--- src/rtl/vla_pkg.sv ---
// Package: shared kinds and widths for the variable-length aligner.
// Assumes lead-byte classes are fixed at design time.
package vla_pkg;

    localparam int OPC_W = 32;
    localparam int EXT_W = 24;
    localparam int LEN_W = 3;

    // Length/packing class chosen from the lead byte.
    typedef enum logic [3:0] {
        K_ILL, K_B1, K_B2, K_B3_LE, K_B3_BE, K_B4,
        K_B5_CD, K_B5_DC, K_B6, K_B7_DD, K_B7_FE
    } vla_kind_t;

    // Byte count of a class; zero for the illegal class.
    function automatic logic [LEN_W-1:0] kind_len(input vla_kind_t k);
        case (k)
            K_B1:               return 3'd1;
            K_B2:               return 3'd2;
            K_B3_LE, K_B3_BE:   return 3'd3;
            K_B4:               return 3'd4;
            K_B5_CD, K_B5_DC:   return 3'd5;
            K_B6:               return 3'd6;
            K_B7_DD, K_B7_FE:   return 3'd7;
            default:            return 3'd0;
        endcase
    endfunction

endpackage

--- src/rtl/vla_len_decode.sv ---
// Module: vla_len_decode
// Classifies the lead byte of an instruction into a packing class.
// Assumes: purely combinational; the caller registers the outcome.
module vla_len_decode
    import vla_pkg::*;
(
    input  logic [7:0] lead,
    output vla_kind_t  kind
);

    logic fields_equal;

    // Register-field comparison used by the 0x80-0xBF row.
    always_comb fields_equal = (lead[3:2] == lead[1:0]);

    // Lead byte to class lookup.
    always_comb begin
        case (lead) inside
            8'h00, 8'h04, 8'h08, 8'h0C, [8'h10:8'h1F], [8'h3C:8'h41],
            8'h44, 8'h45, 8'h48, 8'h49, 8'h4C, 8'h4D, [8'h50:8'h57],
            [8'h60:8'h7F], 8'hCB, [8'hD0:8'hDB], [8'hE0:8'hEF], 8'hFF:
                kind = K_B1;
            [8'h80:8'hBF]:
                kind = fields_equal ? K_B2 : K_B1;
            [8'h20:8'h23], [8'h28:8'h2B], 8'h42, 8'h43, 8'h46, 8'h47,
            8'h4A, 8'h4B, 8'h4E, 8'h4F, [8'h58:8'h5F], [8'hC0:8'hCA],
            8'hCE, 8'hCF, [8'hF0:8'hF6]:
                kind = K_B2;
            [8'h01:8'h03], [8'h05:8'h07], [8'h09:8'h0B], [8'h0D:8'h0F],
            [8'h24:8'h27], [8'h2C:8'h3B], 8'hCC:
                kind = K_B3_LE;
            8'hDE, 8'hDF, 8'hF8, 8'hF9:
                kind = K_B3_BE;
            8'hFA, 8'hFB:
                kind = K_B4;
            8'hCD:
                kind = K_B5_CD;
            8'hDC:
                kind = K_B5_DC;
            8'hFC, 8'hFD:
                kind = K_B6;
            8'hDD:
                kind = K_B7_DD;
            8'hFE:
                kind = K_B7_FE;
            default:
                kind = K_ILL;
        endcase
    end

endmodule

--- src/rtl/vla_pack.sv ---
// Module: vla_pack
// Gathers window bytes into opcode and extension words per class.
// Assumes: WIN_BYTES >= 7; byte i of the window sits at bits [8i+7:8i].
module vla_pack
    import vla_pkg::*;
#(
    parameter int WIN_BYTES = 7
) (
    input  logic [8*WIN_BYTES-1:0] window,
    input  vla_kind_t              kind,
    output logic [OPC_W-1:0]       opcode,
    output logic [EXT_W-1:0]       ext
);

    logic [7:0] b [WIN_BYTES];
    logic       fa_big;

    // Unpack the window into a byte array.
    for (genvar i = 0; i < WIN_BYTES; i++) begin : g_bytes
        assign b[i] = window[8*i +: 8];
    end

    // Detect the 4-byte forms that are entirely big-endian.
    always_comb fa_big = (b[0] == 8'hFA) &&
                         (b[1][7:2] == 6'h3C || b[1][7:2] == 6'h3D ||
                          b[1][7:2] == 6'h3E);

    // Per-class byte placement; unused high bits stay zero.
    always_comb begin
        opcode = '0;
        ext    = '0;
        case (kind)
            K_B1:    opcode = {24'h0, b[0]};
            K_B2:    opcode = {16'h0, b[0], b[1]};
            K_B3_LE: opcode = {8'h0, b[0], b[2], b[1]};
            K_B3_BE: opcode = {8'h0, b[0], b[1], b[2]};
            K_B4:    opcode = fa_big ? {b[0], b[1], b[2], b[3]}
                                     : {b[0], b[1], b[3], b[2]};
            K_B5_CD: begin
                opcode = {b[0], b[2], b[1], b[3]};
                ext    = {16'h0, b[4]};
            end
            K_B5_DC: begin
                opcode = {b[0], b[4], b[3], b[2]};
                ext    = {16'h0, b[1]};
            end
            K_B6: begin
                opcode = {b[0], b[1], b[5], b[4]};
                ext    = {8'h0, b[3], b[2]};
            end
            K_B7_DD: begin
                opcode = {b[0], b[4], b[3], b[2]};
                ext    = {b[1], b[5], b[6]};
            end
            K_B7_FE: begin
                opcode = {b[0], b[1], b[5], b[4]};
                ext    = {b[3], b[2], b[6]};
            end
            default: begin
                opcode = '0;
                ext    = '0;
            end
        endcase
    end

endmodule

--- src/rtl/vlen_aligner.sv ---
// Module: vlen_aligner
// Top of the aligner: classifies the lead byte, packs the words, computes
// the next PC and registers one result per accepted window.
// Assumes: the window always holds at least 7 bytes from in_pc onward.
module vlen_aligner
    import vla_pkg::*;
#(
    parameter int PC_W      = 32,
    parameter int WIN_BYTES = 7
) (
    input  logic                   clk,
    input  logic                   rst_n,
    input  logic                   in_valid,
    output logic                   in_ready,
    input  logic [PC_W-1:0]        in_pc,
    input  logic [8*WIN_BYTES-1:0] in_window,
    output logic                   out_valid,
    input  logic                   out_ready,
    output logic [LEN_W-1:0]       out_len,
    output logic [OPC_W-1:0]       out_opcode,
    output logic [EXT_W-1:0]       out_ext,
    output logic                   out_illegal,
    output logic [PC_W-1:0]        out_next_pc
);

    vla_kind_t          kind;
    logic [OPC_W-1:0]   pk_opcode;
    logic [EXT_W-1:0]   pk_ext;
    logic [LEN_W-1:0]   len_c;
    logic [PC_W-1:0]    next_pc_c;
    logic               take;

    vla_len_decode u_decode (
        .lead (in_window[7:0]),
        .kind (kind)
    );

    vla_pack #(.WIN_BYTES(WIN_BYTES)) u_pack (
        .window (in_window),
        .kind   (kind),
        .opcode (pk_opcode),
        .ext    (pk_ext)
    );

    // Ready passes straight through: the single output stage frees when taken.
    always_comb in_ready = out_ready;

    // Handshake: a window is consumed when both sides agree.
    always_comb take = in_valid && out_ready;

    // Length and following address; illegal bytes add zero so the PC holds.
    always_comb begin
        len_c     = kind_len(kind);
        next_pc_c = in_pc + PC_W'(len_c);
    end

    // Output stage: load on take, drop valid when drained, hold when stalled.
    always_ff @(posedge clk) begin
        if (!rst_n) begin
            out_valid   <= 1'b0;
            out_len     <= '0;
            out_opcode  <= '0;
            out_ext     <= '0;
            out_illegal <= 1'b0;
            out_next_pc <= '0;
        end else if (take) begin
            out_valid   <= 1'b1;
            out_len     <= len_c;
            out_opcode  <= pk_opcode;
            out_ext     <= pk_ext;
            out_illegal <= (kind == K_ILL);
            out_next_pc <= next_pc_c;
        end else if (out_ready) begin
            out_valid   <= 1'b0;
        end
    end

    // A taken window shows up as a valid result on the next cycle.
    p_take_shows_r12: assert property (@(posedge clk) disable iff (!rst_n)
        (in_valid && out_ready) |=> out_valid);

    // Stalled results keep every field.
    p_stall_hold_r13: assert property (@(posedge clk) disable iff (!rst_n)
        (out_valid && !out_ready) |=> (out_valid && $stable(out_opcode) &&
            $stable(out_ext) && $stable(out_len) && $stable(out_next_pc)));

    // Illegal flag and zero length come together.
    p_illegal_len_r11: assert property (@(posedge clk) disable iff (!rst_n)
        out_valid |-> (out_illegal == (out_len == '0)));

    // Illegal results carry empty words.
    p_illegal_words_r11: assert property (@(posedge clk) disable iff (!rst_n)
        (out_valid && out_illegal) |-> (out_opcode == '0 && out_ext == '0));

    // One-byte results leave the upper opcode bytes and extension empty.
    p_short_zero_r2: assert property (@(posedge clk) disable iff (!rst_n)
        (out_valid && out_len == 3'd1) |-> (out_opcode[31:8] == '0 && out_ext == '0));

endmodule

--- config.mk ---
export PLATFORM = sky130hd
export DESIGN_NAME = vlen_aligner
export DESIGN_NICKNAME = d
export VERILOG_FILES = /design/src/rtl/vla_pkg.sv /design/src/rtl/vla_len_decode.sv /design/src/rtl/vla_pack.sv /design/src/rtl/vlen_aligner.sv
export SDC_FILE = /design/constraint.sdc
export NUM_CORES = 1
export LEC_CHECK = 0
export ABC_AREA = 1
export BUFFER_PORTS_ARGS = -buffer_cell sky130_fd_sc_hd__clkbuf_2
export CAP_MARGIN = 20
export CELL_PAD_IN_SITES_DETAIL_PLACEMENT = 0
export CELL_PAD_IN_SITES_GLOBAL_PLACEMENT = 1
export CORE_ASPECT_RATIO = 1.5
export CORE_UTILIZATION = 30
export DETAILED_ROUTE_END_ITERATION = 10
export PLACE_DENSITY_LB_ADDON = 0.2
export SKIP_LAST_GASP = 1
export SLEW_MARGIN = 20
export SYNTH_ARGS = -nofsm -noshare
export SYNTH_HDL_FRONTEND = slang
export SYNTH_SLANG_ARGS = --single-unit
--- constraint.sdc ---
create_clock -name clk -period 9.5 [get_ports clk]
set_clock_uncertainty 0.1 [all_clocks]
set_input_delay 0.475 -clock clk [delete_from_list [all_inputs] [get_ports clk]]
set_output_delay 0.475 -clock clk [all_outputs]
set_load 0.03 [all_outputs]
==> reports/results.tsv <==
metric	value	unit
status	completed	
vias	8074	
ys.flop_type	dfxtp_1	
clock_tree.buffer_depth	2	
grt_max_degree	109	
rows	67	
ir_drop	72.5	uV
powerDensity	129	nW/um^2
drt_iter0_markers	610	
period_share	48.7	%
ys_seq_area_share	26.8	%
final_area	8220	sq um
synth_edf_count	0	
worstPathRequired	9650	ps
grt_pass1_wl	47600	microns
tns	0	ps
final_cell_mix	nand2_1 (390), clkbuf_2 (185), inv_1 (109)	
whs	324	ps
cts_buffers	9	
relSlewSlack	36.4	%
fin_ws	4870	ps
finalMaxSlewViolations	0	
cap_violations	0	
firstDrtPassIters	5	
cts_setup_buffers	0	
dp.final_hpwl	23900	microns
ys_warn_count	0	
rrSetupSlack	8570	ps
hold_class	in2reg	
fill_cells	2601	
syn2layout_area_growth	18.5	%
cts_tree	built	
wl_per_cell	20.0	microns
crit_type	in2reg	
place.port_buffers	185	
cts.repair.resized	0	
instances_no_fill	1569	
grt-ovfl-total	0	
h-tree-depth	3	
cts_hold_buf	0	
start_kind	input port	
syn-num-nets	1255	
tightest_slew	951	ps
p_total	1.06	mW
nets	1391	
async_flop_share	0	%
avgSynthCellArea	6.02	sq um
r2r-start	out_next_pc[19]	
n_antenna_cell	0	
core_area	22600	sq um
fp.dieArea	23700	sq um
dp.cells	1553	
ioPinCount	186	
arrival	4770	ps
viasPerCell	5.15	
min_from	out_ready	
syn-instance-count	1152	
clk_latency	360	ps
placed_cell_area	7910	sq um
start_util	30.7	%
gp_congestion	0.924	
root_buffer	clkbuf_16	
antenna_found_initial	0	
setup_violations	0	
clock_sinks	93	
drc	0	
die_x	126	microns
rsz0062_at_grt	false	
hold_path_depth	4	
layout_commonest_cell	nand2_1	
crit_fanout	13	
holdPathEnd	out_valid	
max_freq	0.216	GHz
hold_violations	0	
die_y	188	microns
fin_util	36.4	%
dp_worst_setup_slack	4470	ps
cpPeakStageDelay	500	ps
cts.clk_slew.worst_paths	70	ps
synth.distinct_cells	43	
path_common_cell	nand2_1	
leakagePower	4.10	nW
netlist_area	6930	sq um
end_kind	register	
grt_pass1_vias	8014	
ant_nets	0	
timing.rr.end	out_next_pc[19]	
critPathSlowestCell	ha_1	
routed_wl	31400	microns
track_usage	26.9	%
period_needed	4630	ps
drive_above_1_share	19.4	%
synth-seq-cells	93	
rr_worst_depth	4	
-- kinds of logic after synthesis --
| family | synth area share, % |
|---|---|
| AOI/OAI and AO/OA | 13.8 |
| xor gates and xnor gates | 2.27 |
| adders and majority gates | 2.09 |
| buffers and inverters | 11.3 |
| DFF | 26.8 |
| and+or+nand+nor | 43.7 |
-- layout make-up --
class	instances	area (sq um)	share of cell area (%)
Inverter	116	439	5.34
Tap cell	276	345	4.20
Timing Repair Buffer	191	975	11.9
Clock buffer	11	243	2.95
Multi-Input combinational cell	877	4300	52.3
Sequential cell	93	1860	22.7
Clock inverter	5	58.8	0.715
-- worst max-delay path: cells and delay by family --
kind,cells,cell delay (ps)
and+or+nand+nor,15,2410
buffers and inverters,5,710
adders and majority gates,2,650
AOI/OAI and AO/OA,4,510
-- report_power, final --
group	switching [mW]	leakage [nW]	total (mW)	internal, mW
clock network	0.162	0.142	0.374	0.212
logic	0.197	3.20	0.272	0.0748
registers	0.00982	0.758	0.415	0.406
-- routing by layer --
metal | vias up | track usage (%) | share of wire, %
met5 | - | 0 | 0
li1 | 4030 | - | -
met3 | 53 | 3.95 | 5.0
met4 | 0 | 13.4 | 4.2
met1 | 3703 | 30.0 | 38
met2 | 288 | 49.3 | 52
-- synth_stat cells (2+ instances only) --
| cell type | instances | area share (%) |
|---|---|---|
| a21oi_1 | 70 | 5.1 |
| a22oi_1 | 2 | 0.22 |
| buf_1 | 5 | 0.27 |
| buf_2 | 19 | 1.4 |
| buf_4 | 9 | 0.97 |
| buf_6 | 5 | 0.81 |
| clkbuf_1 | 28 | 1.5 |
| dfxtp_1 | 93 | 27 |
| ha_1 | 10 | 1.8 |
| inv_1 | 109 | 5.9 |
| inv_2 | 6 | 0.32 |
| nand2_1 | 391 | 21 |
| nand2_2 | 6 | 0.54 |
| nand2_4 | 6 | 0.97 |
| nand3_1 | 53 | 3.8 |
| nand3_2 | 2 | 0.29 |
| nand3_4 | 3 | 0.76 |
| nand4_1 | 74 | 6.7 |
| nor2_1 | 104 | 5.6 |
| nor2_2 | 3 | 0.27 |
| nor2_8 | 3 | 0.87 |
| nor3_1 | 14 | 1.0 |
| nor4_1 | 4 | 0.36 |
| o211ai_1 | 21 | 2.3 |
| o21ai_0 | 50 | 3.6 |
| o21ai_1 | 12 | 0.87 |
| o21ai_2 | 2 | 0.25 |
| o221ai_1 | 4 | 0.51 |
| o22ai_1 | 6 | 0.54 |
| or2_2 | 9 | 0.81 |
| xnor2_1 | 10 | 1.3 |
| xor2_1 | 8 | 1.0 |
-- how the worst max path moves through the flow --
stage / startpoint / end / slack [ps] / cells past startpoint
global placement: in_window[0] / out_next_pc[25] / 4500 / 26
finish: in_window[0] / out_next_pc[25] / 4870 / 26
CTS: in_window[1] / out_next_pc[25] / 4840 / 26
floorplan: in_window[1] / out_next_pc[20] / 5820 / 24
detailed placement: in_window[2] / out_next_pc[25] / 4470 / 26
global route: in_window[1] / out_next_pc[19] / 4340 / 26
-- sequential cells by signal (all words and copies together), names as in the netlist --
name and flops:
out_next_pc 32, out_opcode 32, out_ext 24, out_len 3, out_illegal 1, out_valid 1
No activity file was read; power rests on OpenSTA's default activity.
